==> src/rtl/dircoh_pkg.sv <==
package dircoh_pkg;

   typedef enum logic [1:0] {
      BLK_UNCACHED = 2'd0,
      BLK_SHARED   = 2'd1,
      BLK_EXCL     = 2'd2
   } blk_state_e;

   typedef enum logic [1:0] {
      OP_RDMISS = 2'd0,
      OP_WRMISS = 2'd1,
      OP_EVICT  = 2'd2
   } req_op_e;

   typedef enum logic [1:0] {
      CS_IDLE  = 2'd0,
      CS_EXEC  = 2'd1,
      CS_FETCH = 2'd2,
      CS_INV   = 2'd3
   } ctrl_st_e;

endpackage

==> src/rtl/dircoh_dir.sv <==
module dircoh_dir
   import dircoh_pkg::*;
#(
   parameter int NODES = 4,
   parameter int NBLK  = 16,
   localparam int AW   = (NBLK > 1) ? $clog2(NBLK) : 1
) (
   input  logic             clk,
   input  logic             rst_n,
   input  logic [AW-1:0]    rd_addr,
   output blk_state_e       rd_state,
   output logic [NODES-1:0] rd_shr,
   input  logic             wr_en,
   input  logic [AW-1:0]    wr_addr,
   input  blk_state_e       wr_state,
   input  logic [NODES-1:0] wr_shr
);

   blk_state_e       st_q  [NBLK];
   logic [NODES-1:0] shr_q [NBLK];

   assign rd_state = st_q[rd_addr];
   assign rd_shr   = shr_q[rd_addr];

   always_ff @(posedge clk or negedge rst_n) begin
      if (!rst_n) begin
         for (int i = 0; i < NBLK; i++) begin
            st_q[i]  <= BLK_UNCACHED;
            shr_q[i] <= '0;
         end
      end else if (wr_en) begin
         st_q[wr_addr]  <= wr_state;
         shr_q[wr_addr] <= wr_shr;
      end
   end

endmodule

==> src/rtl/dircoh_mem.sv <==
module dircoh_mem #(
   parameter int NBLK           = 16,
   parameter int DATA_W         = 32,
   parameter bit CLEAR_ON_RESET = 1'b1,
   localparam int AW            = (NBLK > 1) ? $clog2(NBLK) : 1
) (
   input  logic              clk,
   input  logic              rst_n,
   input  logic [AW-1:0]     rd_addr,
   output logic [DATA_W-1:0] rd_data,
   input  logic              wr_en,
   input  logic [AW-1:0]     wr_addr,
   input  logic [DATA_W-1:0] wr_data
);

   logic [DATA_W-1:0] word_q [NBLK];

   assign rd_data = word_q[rd_addr];

   if (CLEAR_ON_RESET) begin : g_clear
      always_ff @(posedge clk or negedge rst_n) begin
         if (!rst_n) begin
            for (int i = 0; i < NBLK; i++) word_q[i] <= '0;
         end else if (wr_en) begin
            word_q[wr_addr] <= wr_data;
         end
      end
   end else begin : g_keep
      always_ff @(posedge clk) begin
         if (wr_en) word_q[wr_addr] <= wr_data;
      end
      logic unused_rst;
      assign unused_rst = rst_n;
   end

endmodule

==> src/rtl/dircoh_ctrl.sv <==
module dircoh_ctrl
   import dircoh_pkg::*;
#(
   parameter int NODES  = 4,
   parameter int NBLK   = 16,
   parameter int DATA_W = 32,
   localparam int AW    = (NBLK > 1) ? $clog2(NBLK) : 1,
   localparam int NID_W = $clog2(NODES)
) (
   input  logic              clk,
   input  logic              rst_n,
   input  logic              req_valid,
   output logic              req_ready,
   input  logic [NID_W-1:0]  req_node,
   input  logic [1:0]        req_op,
   input  logic [AW-1:0]     req_addr,
   input  logic [DATA_W-1:0] req_data,
   input  logic [NODES-1:0]  ack_vec,
   input  logic [DATA_W-1:0] ack_data,
   input  blk_state_e        dir_state,
   input  logic [NODES-1:0]  dir_shr,
   output logic              dir_we,
   output blk_state_e        dir_wstate,
   output logic [NODES-1:0]  dir_wshr,
   input  logic [DATA_W-1:0] mem_rdata,
   output logic              mem_we,
   output logic [DATA_W-1:0] mem_wdata,
   output logic [AW-1:0]     blk_addr,
   output logic [NODES-1:0]  inv_vec,
   output logic [NODES-1:0]  fetch_vec,
   output logic              done_valid,
   output logic [NID_W-1:0]  done_node,
   output logic [AW-1:0]     done_addr,
   output logic [DATA_W-1:0] done_data
);

   ctrl_st_e          st_q, st_n;
   logic [NID_W-1:0]  node_q;
   req_op_e           op_q;
   logic [AW-1:0]     addr_q;
   logic [DATA_W-1:0] data_q;
   logic [NODES-1:0]  pend_q, pend_n;
   logic              wasx_q, wasx_n;

   logic [NODES-1:0]  req_bit, others, left_after, shr_less;
   logic              fin;
   logic [DATA_W-1:0] fin_data;
   logic [NODES-1:0]  inv_n, fetch_n;
   logic              accept;

   assign req_ready = (st_q == CS_IDLE) && !done_valid;
   assign accept    = req_valid && req_ready;
   assign blk_addr  = addr_q;
   assign req_bit   = NODES'(1) << node_q;
   assign others    = dir_shr & ~req_bit;
   assign shr_less  = dir_shr & ~req_bit;
   assign left_after = pend_q & ~ack_vec;

   always_comb begin
      st_n       = st_q;
      pend_n     = pend_q;
      wasx_n     = wasx_q;
      dir_we     = 1'b0;
      dir_wstate = dir_state;
      dir_wshr   = dir_shr;
      mem_we     = 1'b0;
      mem_wdata  = data_q;
      fin        = 1'b0;
      fin_data   = mem_rdata;
      inv_n      = '0;
      fetch_n    = '0;
      unique case (st_q)
         CS_IDLE: begin
            if (accept) st_n = CS_EXEC;
         end
         CS_EXEC: begin
            unique case (op_q)
               OP_RDMISS: begin
                  if (dir_state == BLK_EXCL && others != '0) begin
                     fetch_n = dir_shr;
                     pend_n  = dir_shr;
                     st_n    = CS_FETCH;
                  end else begin
                     dir_we     = 1'b1;
                     dir_wstate = (dir_state == BLK_EXCL) ? BLK_EXCL : BLK_SHARED;
                     dir_wshr   = dir_shr | req_bit;
                     fin        = 1'b1;
                     st_n       = CS_IDLE;
                  end
               end
               OP_WRMISS: begin
                  if (others == '0) begin
                     dir_we     = 1'b1;
                     dir_wstate = BLK_EXCL;
                     dir_wshr   = req_bit;
                     fin        = 1'b1;
                     st_n       = CS_IDLE;
                  end else begin
                     inv_n  = others;
                     pend_n = others;
                     wasx_n = (dir_state == BLK_EXCL);
                     st_n   = CS_INV;
                  end
               end
               OP_EVICT: begin
                  if ((dir_shr & req_bit) != '0) begin
                     dir_we = 1'b1;
                     if (dir_state == BLK_EXCL) begin
                        mem_we     = 1'b1;
                        mem_wdata  = data_q;
                        dir_wstate = BLK_UNCACHED;
                        dir_wshr   = '0;
                     end else begin
                        dir_wshr   = shr_less;
                        dir_wstate = (shr_less == '0) ? BLK_UNCACHED : BLK_SHARED;
                     end
                  end
                  fin  = 1'b1;
                  st_n = CS_IDLE;
               end
               default: begin
                  fin  = 1'b1;
                  st_n = CS_IDLE;
               end
            endcase
         end
         CS_FETCH: begin
            if ((pend_q & ack_vec) != '0) begin
               mem_we     = 1'b1;
               mem_wdata  = ack_data;
               dir_we     = 1'b1;
               dir_wstate = BLK_SHARED;
               dir_wshr   = dir_shr | req_bit;
               fin        = 1'b1;
               fin_data   = ack_data;
               pend_n     = '0;
               st_n       = CS_IDLE;
            end
         end
         CS_INV: begin
            pend_n = left_after;
            if (left_after == '0) begin
               mem_we     = wasx_q;
               mem_wdata  = ack_data;
               fin_data   = wasx_q ? ack_data : mem_rdata;
               dir_we     = 1'b1;
               dir_wstate = BLK_EXCL;
               dir_wshr   = req_bit;
               fin        = 1'b1;
               wasx_n     = 1'b0;
               st_n       = CS_IDLE;
            end
         end
         default: st_n = CS_IDLE;
      endcase
   end

   always_ff @(posedge clk or negedge rst_n) begin
      if (!rst_n) begin
         st_q       <= CS_IDLE;
         node_q     <= '0;
         op_q       <= OP_RDMISS;
         addr_q     <= '0;
         data_q     <= '0;
         pend_q     <= '0;
         wasx_q     <= 1'b0;
         inv_vec    <= '0;
         fetch_vec  <= '0;
         done_valid <= 1'b0;
         done_node  <= '0;
         done_addr  <= '0;
         done_data  <= '0;
      end else begin
         st_q       <= st_n;
         pend_q     <= pend_n;
         wasx_q     <= wasx_n;
         inv_vec    <= inv_n;
         fetch_vec  <= fetch_n;
         done_valid <= fin;
         if (accept) begin
            node_q <= req_node;
            op_q   <= req_op_e'(req_op);
            addr_q <= req_addr;
            data_q <= req_data;
         end
         if (fin) begin
            done_node <= node_q;
            done_addr <= addr_q;
            done_data <= fin_data;
         end
      end
   end

endmodule

==> src/rtl/dircoh_home.sv <==
module dircoh_home
   import dircoh_pkg::*;
#(
   parameter int NODES          = 4,
   parameter int NBLK           = 16,
   parameter int DATA_W         = 32,
   parameter bit CLEAR_ON_RESET = 1'b1,
   localparam int AW            = (NBLK > 1) ? $clog2(NBLK) : 1,
   localparam int NID_W         = $clog2(NODES)
) (
   input  logic              clk,
   input  logic              rst_n,
   input  logic              req_valid,
   output logic              req_ready,
   input  logic [NID_W-1:0]  req_node,
   input  logic [1:0]        req_op,
   input  logic [AW-1:0]     req_addr,
   input  logic [DATA_W-1:0] req_data,
   output logic [NODES-1:0]  inv_vec,
   output logic [NODES-1:0]  fetch_vec,
   output logic [AW-1:0]     cmd_addr,
   input  logic [NODES-1:0]  ack_vec,
   input  logic [DATA_W-1:0] ack_data,
   output logic              done_valid,
   output logic [NID_W-1:0]  done_node,
   output logic [AW-1:0]     done_addr,
   output logic [DATA_W-1:0] done_data
);

   if (NODES < 2) begin : g_bad_nodes
      $error("dircoh_home: NODES must be at least 2");
   end
   if (NBLK < 2) begin : g_bad_nblk
      $error("dircoh_home: NBLK must be at least 2");
   end
   if (DATA_W < 1) begin : g_bad_width
      $error("dircoh_home: DATA_W must be positive");
   end

   blk_state_e        dir_state, dir_wstate;
   logic [NODES-1:0]  dir_shr, dir_wshr;
   logic              dir_we, mem_we;
   logic [DATA_W-1:0] mem_rdata, mem_wdata;
   logic [AW-1:0]     blk_addr;

   assign cmd_addr = blk_addr;

   dircoh_dir #(.NODES(NODES), .NBLK(NBLK)) u_dir (
      .clk      (clk),
      .rst_n    (rst_n),
      .rd_addr  (blk_addr),
      .rd_state (dir_state),
      .rd_shr   (dir_shr),
      .wr_en    (dir_we),
      .wr_addr  (blk_addr),
      .wr_state (dir_wstate),
      .wr_shr   (dir_wshr)
   );

   dircoh_mem #(.NBLK(NBLK), .DATA_W(DATA_W), .CLEAR_ON_RESET(CLEAR_ON_RESET)) u_mem (
      .clk     (clk),
      .rst_n   (rst_n),
      .rd_addr (blk_addr),
      .rd_data (mem_rdata),
      .wr_en   (mem_we),
      .wr_addr (blk_addr),
      .wr_data (mem_wdata)
   );

   dircoh_ctrl #(.NODES(NODES), .NBLK(NBLK), .DATA_W(DATA_W)) u_ctrl (
      .clk        (clk),
      .rst_n      (rst_n),
      .req_valid  (req_valid),
      .req_ready  (req_ready),
      .req_node   (req_node),
      .req_op     (req_op),
      .req_addr   (req_addr),
      .req_data   (req_data),
      .ack_vec    (ack_vec),
      .ack_data   (ack_data),
      .dir_state  (dir_state),
      .dir_shr    (dir_shr),
      .dir_we     (dir_we),
      .dir_wstate (dir_wstate),
      .dir_wshr   (dir_wshr),
      .mem_rdata  (mem_rdata),
      .mem_we     (mem_we),
      .mem_wdata  (mem_wdata),
      .blk_addr   (blk_addr),
      .inv_vec    (inv_vec),
      .fetch_vec  (fetch_vec),
      .done_valid (done_valid),
      .done_node  (done_node),
      .done_addr  (done_addr),
      .done_data  (done_data)
   );

endmodule

==> config.mk <==
export PLATFORM = sky130hd
export DESIGN_NAME = dircoh_home
export DESIGN_NICKNAME = d
export VERILOG_FILES = /design/src/rtl/dircoh_pkg.sv /design/src/rtl/dircoh_dir.sv /design/src/rtl/dircoh_mem.sv /design/src/rtl/dircoh_ctrl.sv /design/src/rtl/dircoh_home.sv
export SDC_FILE = /design/constraint.sdc
export NUM_CORES = 1
export LEC_CHECK = 0
export ABC_AREA = 1
export BUFFER_PORTS_ARGS = -buffer_cell sky130_fd_sc_hd__buf_2
export CAP_MARGIN = 40
export CORE_MARGIN = 5
export CORE_UTILIZATION = 49
export DETAILED_ROUTE_END_ITERATION = 7
export PLACE_DENSITY = 0.77
export SYNTH_ARGS = -nofsm -noshare
export SYNTH_HDL_FRONTEND = slang
export SYNTH_SLANG_ARGS = --single-unit
==> constraint.sdc <==
create_clock -name clk -period 3.55 [get_ports clk]
set_clock_uncertainty 0.1 [all_clocks]
set_input_delay 0.355 -clock clk [delete_from_list [all_inputs] [get_ports clk]]
set_output_delay 0.355 -clock clk [all_outputs]
set_load 0.01 [all_outputs]
# Word-level counts from Yosys, hierarchy flattened
# Cells that the tools add are included.
# word_totals
ff_bits	702
in_bits	79
output_inout_bits	52
elab_cells	182
# classes
n_lt_le_gt_ge	2
n_eq_ne	14
shifts	1
n_mux	79
bitwise	8
n_reduce_logical	17
# ops
cell	count
$bwmux 512	1
$mux 32	8
$bmux 32 s4	1
$demux 32 s4	1
$pmux 32 s2	2
$mux 4	18
$bwmux 64	1
$pmux 4 s3	3
$bwmux 32	1
$mux 2	15
$and 4x4->4	4
$bmux 4 s4	1
$demux 4 s4	1
$mux 1	13
$pmux 1 s3	4
$pmux 2 s3	2
$reduce_bool 4->1	3
$bmux 2 s4	1
$demux 2 s4	1
$eq 2x2->1 const B	4
$logic_not 4->1	2
$not 4->4	2
$pmux 2 s4	1
$pmux 4 s2	1
other kinds (20)	30

# Longest topological paths before layout
# Gate-level depths: netlist of run 1.
# depth
word_depth	12
mapped_depth	24
ltp_nobuf	20

# By module
# Synthesis of run 1 repeated with hierarchy kept, for this count alone.
# unflattened
cells_unflattened	4842
hier_area_um2	35383.9
# by_module_without_submodules
module	n_inst	cells_each	area_each_um2	seq_area_each_um2
dircoh_mem	1	3281	24563.6	12812.3
dircoh_ctrl	1	924	6047.0	2352.3
dircoh_dir	1	637	4773.3	2402.3

# Worst setup path before layout of run 1
# OpenSTA, ideal clock, no wires.
# synth_path
path_type	register to register
from	register u_ctrl.addr_q[0], in the netlist u_ctrl.blk_addr[0]
to	register u_mem.word_q[84] (netlist bit)
t_arrival_ns	2.529
slack_ns	0.782
stages_incl_launch_ff	21
synth_period_minus_slack_ns	2.768
cell_sequence	dfrtp_1 > buf_6 > inv_4 > buf_4 > nand2_1 > nand2_1 > nand2_1 > nand2_1 > nand2_1 > nand2_1 > nor2_2 > nor2_1 > nor2_1 > nand2_1 > nand2_2 > o31ai_4 > buf_12 > nand2_8 > buf_2 > nand2_1 > o21ai_1
# synth_via
elab_chain_cells	9
word_cells_on_any_way	20
classes_between	order compare (2); eq/ne (1); mux (13); bitwise (2); reduce/logical (2)
# synth_rtl
item	line	rtl
from (decl)	dircoh_ctrl.sv:40	logic [AW-1:0] addr_q;
from (signal assigned)	dircoh_ctrl.sv:183	addr_q <= req_addr;
$not 4->5 (not written as such) (*)	dircoh_dir.sv:22, dircoh_dir.sv:23, dircoh_mem.sv:25	
$bmux 2 s4 or $bmux 4 s4 (tied branches)	dircoh_dir.sv:22, dircoh_dir.sv:23	
$mux 2 (not written as such) or $mux 4 (tied branches) (2 in a row)	dircoh_dir.sv:22, dircoh_dir.sv:23	
$eq 2x2->1 or $and 4x4->4 (tied branches)	dircoh_ctrl.sv:108, dircoh_ctrl.sv:106	
$mux 1 or $reduce_bool 4->1 (tied branches)	dircoh_ctrl.sv:108, dircoh_ctrl.sv:106	
$mux 1	dircoh_ctrl.sv:106	if ((dir_shr & req_bit) != '0) begin
$mux 1	dircoh_ctrl.sv:77	unique case (op_q)
$pmux 1 s3	dircoh_ctrl.sv:72	unique case (st_q)
to (signal, indexed assignment)	dircoh_mem.sv:25	word_q[wr_addr] <= wr_data;
to (decl)	dircoh_mem.sv:16	logic [DATA_W-1:0] word_q [NBLK];
# Mark *: on every way between the ends. The rest lies on a longest branch, timed or not. The select of a mux whose other input is x is not followed.
# A chain may end at the register's enable or synchronous reset.

# Final worst setup path of run 1
# layout_path
from	register u_ctrl.addr_q[3], in the netlist u_ctrl.blk_addr[3]
to	register u_mem.word_q[80] (netlist bit)
# Same word-level chain as after synthesis.

==> impl_metrics.toml, run 1 <==
[run_status]
status = "finished, violations left"
violations = "hold timing"

[placement]
detailedPlacementHpwl_um = 53100
number_of_input_and_output_port_buffers_inserted = 130
placed_area_mm2 = 0.0326
dpl.cell_count = 4326
place_ws_ns = 0.192
place.gp.congestion = 0.952

[timing]
fin_ws_ns = 0.233
final-hold-violation-count = 1
rsz_0062_raised_after_global_routing = "no"
slew_violations = 0
post_layout_min_period_ns = 3.32
max_slew_margin_pct = 30.3
hold-worst-slack_ns = -0.000939
finish_stage_setup_viols = 0
worst_pin_slew_ns = 1.04
fmaxAchievable_mhz = 301
setup_tns_ns = 0
finalCritPeriodShare_pct = 93.4

[cts]
ctsLongestPathBuffers = 3
cts_num_sinks = 702
cts_post_setup_buffers_inserted = 0
worst_setup_hold_path_clk_slew_ns = 0.06
htree_levels = 3
root_buffer = "sky130_fd_sc_hd__clkbuf_16"
numCtsBuffers = 69
cts_tree = "yes"
worstSkewPairLatency_ns = 0.61

[run]
max_cap_violation_count = 0

[drt]
total_number_of_vias = 26800
drt-initial-drc-count = 3304
drc = 0
detail_route.first_pass.iterations = 6
postRouteAntennaNets = 0
route.detailed.wl_per_inst_um = 20.8
finalWirelength_um = 94100
post_drt_via_cell_ratio = 5.94

[setup_path]
timing.critical_path.required_ns = 3.93
timing.critical_path.cells = "nor2_1 > nand2_1 > nand2_1 > o21ai_1 > nand2_1 > inv_1 > nand2_1 > nand2_2 > o31ai_4 > buf_12 > buf_8 > nand2_8 > nand2_1 > o21ai_1"
crit_path_max_fanout = 32
cpPeakStageDelay_ns = 0.48
critical_path.startpoint_type = "flop"
criticalPathCategory = "reg -> reg"
end_kind = "flop"
worst_ep_arrival_time_ns = 3.70
most_repeated_library_cell_on_the_critical_path = "sky130_fd_sc_hd__nand2_1"
critPathSlowestCell = "sky130_fd_sc_hd__dfrtp_1"

[layout]
drive_gt1_share_pct = 11.9
final_design_area_no_fill_mm2 = 0.0356
layout_commonest_cell = "sky130_fd_sc_hd__nand2_1"
final_nets = 3695
multi_input_gate_area_in_the_final_layout_mm2 = 0.0121
syn_to_final_growth_pct = 14.5
final_cells = 4516
layout_common_cells = "sky130_fd_sc_hd__nand2_1 (1146), sky130_fd_sc_hd__dfrtp_1 (702), sky130_fd_sc_hd__o21ai_1 (339)"
final.fill_count = 5301
layout.area.seq_mm2 = 0.0176

[power]
cellLeakagePower_nw = 16.3
report.power.total_mw = 25.4
powerDensity_mw_per_mm2 = 712
vdd.ir_drop.worst_uv = 672

[synth]
ys_ff_latch = 702
post_synthesis_net_count = 3567
ys_types = 34
synth_sequential_area_ratio_pct = 56.5
ys_warn_count = 0
syn-mean-instance-area_um2 = 8.91
postSynthCellCount = 3488
mappedNetlistArea_mm2 = 0.0311

[global_route]
grt.overflow.total = 0
grt_pass1_vias = 26500
groute.usage.overall_pct = 26.6
pin_count_of_the_biggest_net_entering_global_routing = 130
grt_pass1_wl_um = 146000
grt_antenna_before_repair = 1

[floorplan]
die-width_um = 262
die_height_um = 262
io_pins = 131
die_ar_mm2 = 0.0686
initial_utilization_pct = 49.4
core_area_mm2 = 0.0630
num_rows = 92

[hold_path]
hp-class = "in -> reg"
==> cell type report <==
class,count,area share (%)
Sequential cell,702,49.3
Timing Repair Buffer,304,6.65
Clock buffer,106,5.75
Tap cell,846,2.97
Multi-Input combinational cell,2478,33.9
Antenna cell,1,0.00703
Clock inverter,18,0.713
Inverter,61,0.671
==> layer usage <==
metal / global-route usage, % / part of all wire [%] / vias to the layer above
li1: - / - / 12100
met1: 36.2 / 40 / 13100
met2: 43.3 / 47 / 1422
met3: 4.94 / 9.0 / 237
met4: 9.66 / 3.3 / 2
met5: 0 / 0.014 / -
==> cells by family (layout without fill, tap and decap cells) <==
logic type	Yosys count	count (layout)	share of synthesized area, %
buf+inv	312	489	5.09
simple gates	1388	1392	18.0
flops	702	702	56.5
mux	36	36	1.30
compound gates	1050	1050	19.1
other cells	0	1	0
==> per-stage QoR <==
step | utilization [%] | hold WS [ns]
floorplan | - | -0.0406
global placement | 51.7 | 0.332
CTS | 56.4 | 0.000263
detailed placement | 51.7 | 0.330
finish | 56.5 | -0.000939
global route | 56.5 | 0.0140
==> path summary, 6_finish.rpt <==
check | from | to | slack [ns] | cells after the start
min reg2reg | u_ctrl.wasx_q | u_ctrl.wasx_q | 0.38 | 2
max reg2reg | u_ctrl.blk_addr[3] | u_mem.word_q[80] | 0.23 | 14
min | ack_data[7] | u_ctrl.done_data[7] | -0.0009 | 3
min in group asynchronous | rst_n | u_mem.word_q[447] | 0.28 | 2
max in group asynchronous | rst_n | u_mem.word_q[257] | 2.09 | 3
max | u_ctrl.blk_addr[3] | u_mem.word_q[80] | 0.23 | 14
==> state kept, by name (all words and copies together), names as in the netlist, 32 cells and up <==
signal / flops
u_ctrl.done_data: 32
u_dir.st_q: 32
u_mem.word_q: 512
u_ctrl.data_q: 32
u_dir.shr_q: 64
==> Yosys cell counts <==
master | count | area, µm²
sky130_fd_sc_hd__clkinv_1 | 2 | 7.51
sky130_fd_sc_hd__nor2_4 | 1 | 11.3
sky130_fd_sc_hd__dfrtp_1 | 702 | 17600
sky130_fd_sc_hd__nor2_1 | 117 | 439
sky130_fd_sc_hd__o31ai_4 | 1 | 21.3
sky130_fd_sc_hd__nor4_1 | 33 | 206
sky130_fd_sc_hd__clkbuf_1 | 156 | 586
sky130_fd_sc_hd__nand3_1 | 45 | 225
sky130_fd_sc_hd__buf_12 | 1 | 20.0
sky130_fd_sc_hd__buf_6 | 44 | 495
sky130_fd_sc_hd__mux2_2 | 36 | 405
sky130_fd_sc_hd__a22oi_1 | 256 | 1920
sky130_fd_sc_hd__nor3_1 | 4 | 20.0
sky130_fd_sc_hd__o21ai_1 | 325 | 1630
sky130_fd_sc_hd__o211ai_1 | 1 | 7.51
sky130_fd_sc_hd__nand2_1 | 1151 | 4320
sky130_fd_sc_hd__nand2_4 | 1 | 11.3
sky130_fd_sc_hd__nand2_2 | 18 | 113
sky130_fd_sc_hd__nand2_8 | 10 | 200
sky130_fd_sc_hd__nand3b_1 | 1 | 7.51
sky130_fd_sc_hd__buf_4 | 4 | 30.0
sky130_fd_sc_hd__inv_1 | 53 | 199
sky130_fd_sc_hd__nand4_1 | 2 | 12.5
sky130_fd_sc_hd__o22ai_1 | 3 | 18.8
sky130_fd_sc_hd__inv_4 | 1 | 6.26
sky130_fd_sc_hd__nor2_2 | 5 | 31.3
sky130_fd_sc_hd__buf_1 | 9 | 33.8
sky130_fd_sc_hd__a22o_1 | 2 | 17.5
sky130_fd_sc_hd__buf_2 | 37 | 185
sky130_fd_sc_hd__a21oi_1 | 199 | 996
sky130_fd_sc_hd__o31ai_1 | 1 | 7.51
sky130_fd_sc_hd__inv_2 | 5 | 18.8
sky130_fd_sc_hd__o21ai_0 | 260 | 1300
sky130_fd_sc_hd__o21bai_1 | 2 | 15.0
==> timing repair <==
action	in CTS	in global routing
hold endpoints to repair	128	0
endpoints found under the setup margin	0	189
hold buffers	61	0
gates resized for setup	0	15
==> worst max-delay path, delay by kind of cell (launching register included) <==
family	cells	cell delay [ns]
simple gates	8	1.57
buf+inv	3	0.59
flops	1	0.48
compound gates	3	0.39
==> power by group <==
part | total (mW) | internal, mW | leakage [nW] | switching [mW]
Combinational | 7.94 | 2.17 | 5.57 | 5.76
Sequential | 9.91 | 9.17 | 9.60 | 0.736
Clock | 7.52 | 4.36 | 1.12 | 3.15
Total | 25.4 | 15.7 | 16.3 | 9.65
Power figures use the tool's default switching activity.
==> inputs of run 2 (changes only) <==
--- a/config.mk
+++ b/config.mk
@@ -11,7 +11,7 @@
 export CORE_MARGIN = 5
 export CORE_UTILIZATION = 49
 export DETAILED_ROUTE_END_ITERATION = 7
-export PLACE_DENSITY = 0.77
+export PLACE_DENSITY = 0.66
 export SYNTH_ARGS = -nofsm -noshare
 export SYNTH_HDL_FRONTEND = slang
 export SYNTH_SLANG_ARGS = --single-unit
==> run 2 against run 1 <==
Net effect:
- the flow now finishes without violations
- worst setup slack lost 0.067 ns
- hold slack gained 0.042 ns
- global-route usage grew 1.2 points
- register-to-register slack lost 0.07 ns
- via count shrank 1.7%
- final cell count grew 0.58%
- sequential share of layout area shrank 0.58 points
- cell area grew 1.2%
- routed wire length grew 2.1%
- sequential cell count is the same
- critical endpoint is now u_mem.word_q[369]
- largest power group unchanged
==> impl_metrics.toml, run 2 (synthesized netlist as in run 1, its figures left out) <==
[setup_path]
timing.critical_path.required_ns = 3.93
worst_ep_arrival_time_ns = 3.76
crit_path_max_fanout = 64
end_kind = "flop"
critical_path.startpoint_type = "flop"
criticalPathCategory = "reg -> reg"

[cts]
ctsLongestPathBuffers = 3
worstSkewPairLatency_ns = 0.61
cts_post_setup_buffers_inserted = 0
worst_setup_hold_path_clk_slew_ns = 0.06
htree_levels = 3
cts_num_sinks = 702
numCtsBuffers = 75
root_buffer = "sky130_fd_sc_hd__clkbuf_16"
cts_tree = "yes"

[timing]
slew_violations = 0
hold-worst-slack_ns = 0.0415
max_slew_margin_pct = 40.8
finalCritPeriodShare_pct = 95.3
worst_pin_slew_ns = 0.889
rsz_0062_raised_after_global_routing = "yes"
fmaxAchievable_mhz = 296
final-hold-violation-count = 0
finish_stage_setup_viols = 0
post_layout_min_period_ns = 3.38

[global_route]
grt_antenna_before_repair = 1
grt.overflow.total = 0
groute.usage.overall_pct = 27.8
grt_pass1_wl_um = 150000
grt_pass1_vias = 25500
pin_count_of_the_biggest_net_entering_global_routing = 94

[layout]
layout_commonest_cell = "sky130_fd_sc_hd__nand2_1"
syn_to_final_growth_pct = 15.9
layout_common_cells = "sky130_fd_sc_hd__nand2_1 (1146), sky130_fd_sc_hd__dfrtp_1 (701), sky130_fd_sc_hd__o21ai_1 (344)"
layout_top_registers = "u_mem.word_q (512), u_dir.shr_q (64)"
reg_with_most_ffs = "u_mem.word_q"
final_design_area_no_fill_mm2 = 0.0360
final_nets = 3723
drive_gt1_share_pct = 12.7
diodes = 0
largest_register_ffs = 512

[floorplan]
die-width_um = 262
initial_utilization_pct = 49.4
num_rows = 92
io_pins = 131
core_area_mm2 = 0.0630
die_ar_mm2 = 0.0686
die_height_um = 262

[drt]
drc = 0
route.detailed.wl_per_inst_um = 21.2
postRouteAntennaNets = 0
drt-initial-drc-count = 3082
total_number_of_vias = 26400
post_drt_via_cell_ratio = 5.80
detail_route.first_pass.iterations = 7
finalWirelength_um = 96100

[power]
powerDensity_mw_per_mm2 = 725
report.power.total_mw = 26.1
cellLeakagePower_nw = 16.6
vdd.ir_drop.worst_uv = 668

[placement]
number_of_input_and_output_port_buffers_inserted = 130
placed_area_mm2 = 0.0328
place.gp.congestion = 0.918
detailedPlacementHpwl_um = 56200

[hold_path]
hp-class = "in -> reg"

[run_status]
status = "completed"

[run]
max_cap_violation_count = 0
## run 2: stage by stage
| step | util, % | TNS, ns | instances | setup WS, ns |
|---|---|---|---|---|
| 2_1_floorplan | - | 0 | 3488 | 0.782 |
| 3_3_place_gp | 52.1 | 0 | 4347 | 0.214 |
| 3_5_place_dp | 52.2 | 0 | 4349 | 0.178 |
| 4_1_cts | 57.2 | 0 | 4541 | 0.157 |
| 5_1_grt | 57.2 | -0.0558 | 4542 | -0.0112 |
| 6_report | 57.2 | 0 | 4542 | 0.166 |
## run 2: power by group
group	switching, mW	internal [mW]	leakage, nW	total [mW]
combinational	5.81	2.21	5.73	8.02
clock	3.27	4.94	1.23	8.21
sequential	0.720	9.18	9.60	9.90
## run 2: cell type report
class | instances | area [µm²]
clock inverter | 24 | 395
clock buffer | 105 | 2140
sequential | 702 | 17600
multi-input combinational | 2475 | 12000
tap | 846 | 1060
inverter | 61 | 236
timing repair buffer | 329 | 2640
fill | 5512 | 26900
## run 2: layer usage
layer / part of all wire [%] / vias to the layer above / GRT usage, %
met3: 7.8 / 193 / 4.17
li1: - / 12100 / -
met5: 0.014 / - / 0
met4: 2.5 / 2 / 7.88
met2: 46 / 1160 / 44.1
met1: 44 / 12900 / 40.5
## run 2: worst paths after layout
| check | from | end | slack (ns) | cells past startpoint |
|---|---|---|---|---|
| worst max-delay path | u_ctrl.blk_addr[0] | u_mem.word_q[369] | 0.17 | 18 |
| worst min-delay path | ack_data[3] | u_ctrl.done_data[3] | 0.04 | 3 |
| worst max register to register | u_ctrl.blk_addr[0] | u_mem.word_q[369] | 0.17 | 18 |
| max in group asynchronous | rst_n | u_ctrl.done_addr[3] | 1.83 | 3 |
| min in group asynchronous | rst_n | u_mem.word_q[348] | 0.30 | 2 |
| worst min register to register | u_dir.shr_q[59] | u_dir.shr_q[59] | 0.38 | 2 |
## run 2: worst max-delay path, cell delays in order (launching register included)
cell and delay (ns):
sky130_fd_sc_hd__dfrtp_1 0.46, sky130_fd_sc_hd__inv_6 0.29, sky130_fd_sc_hd__nand2_1 0.08, sky130_fd_sc_hd__nand2_1 0.15, sky130_fd_sc_hd__nand2_1 0.07, sky130_fd_sc_hd__nand2_1 0.07, sky130_fd_sc_hd__nand2_1 0.05, sky130_fd_sc_hd__nand2_1 0.13
sky130_fd_sc_hd__o21ai_1 0.09, sky130_fd_sc_hd__nand2_1 0.12, sky130_fd_sc_hd__inv_1 0.04, sky130_fd_sc_hd__nand2_1 0.13, sky130_fd_sc_hd__nand2_2 0.10, sky130_fd_sc_hd__o31ai_4 0.18, sky130_fd_sc_hd__buf_4 0.20, sky130_fd_sc_hd__buf_12 0.26
sky130_fd_sc_hd__nand2_8 0.38, sky130_fd_sc_hd__nand2_1 0.20, sky130_fd_sc_hd__o21ai_1 0.09
## run 2: what timing repair did
action,in CTS,in global routing
gates resized for setup,0,3
hold buffers,63,0
hold endpoints to repair,138,0
setup endpoints to repair,0,323
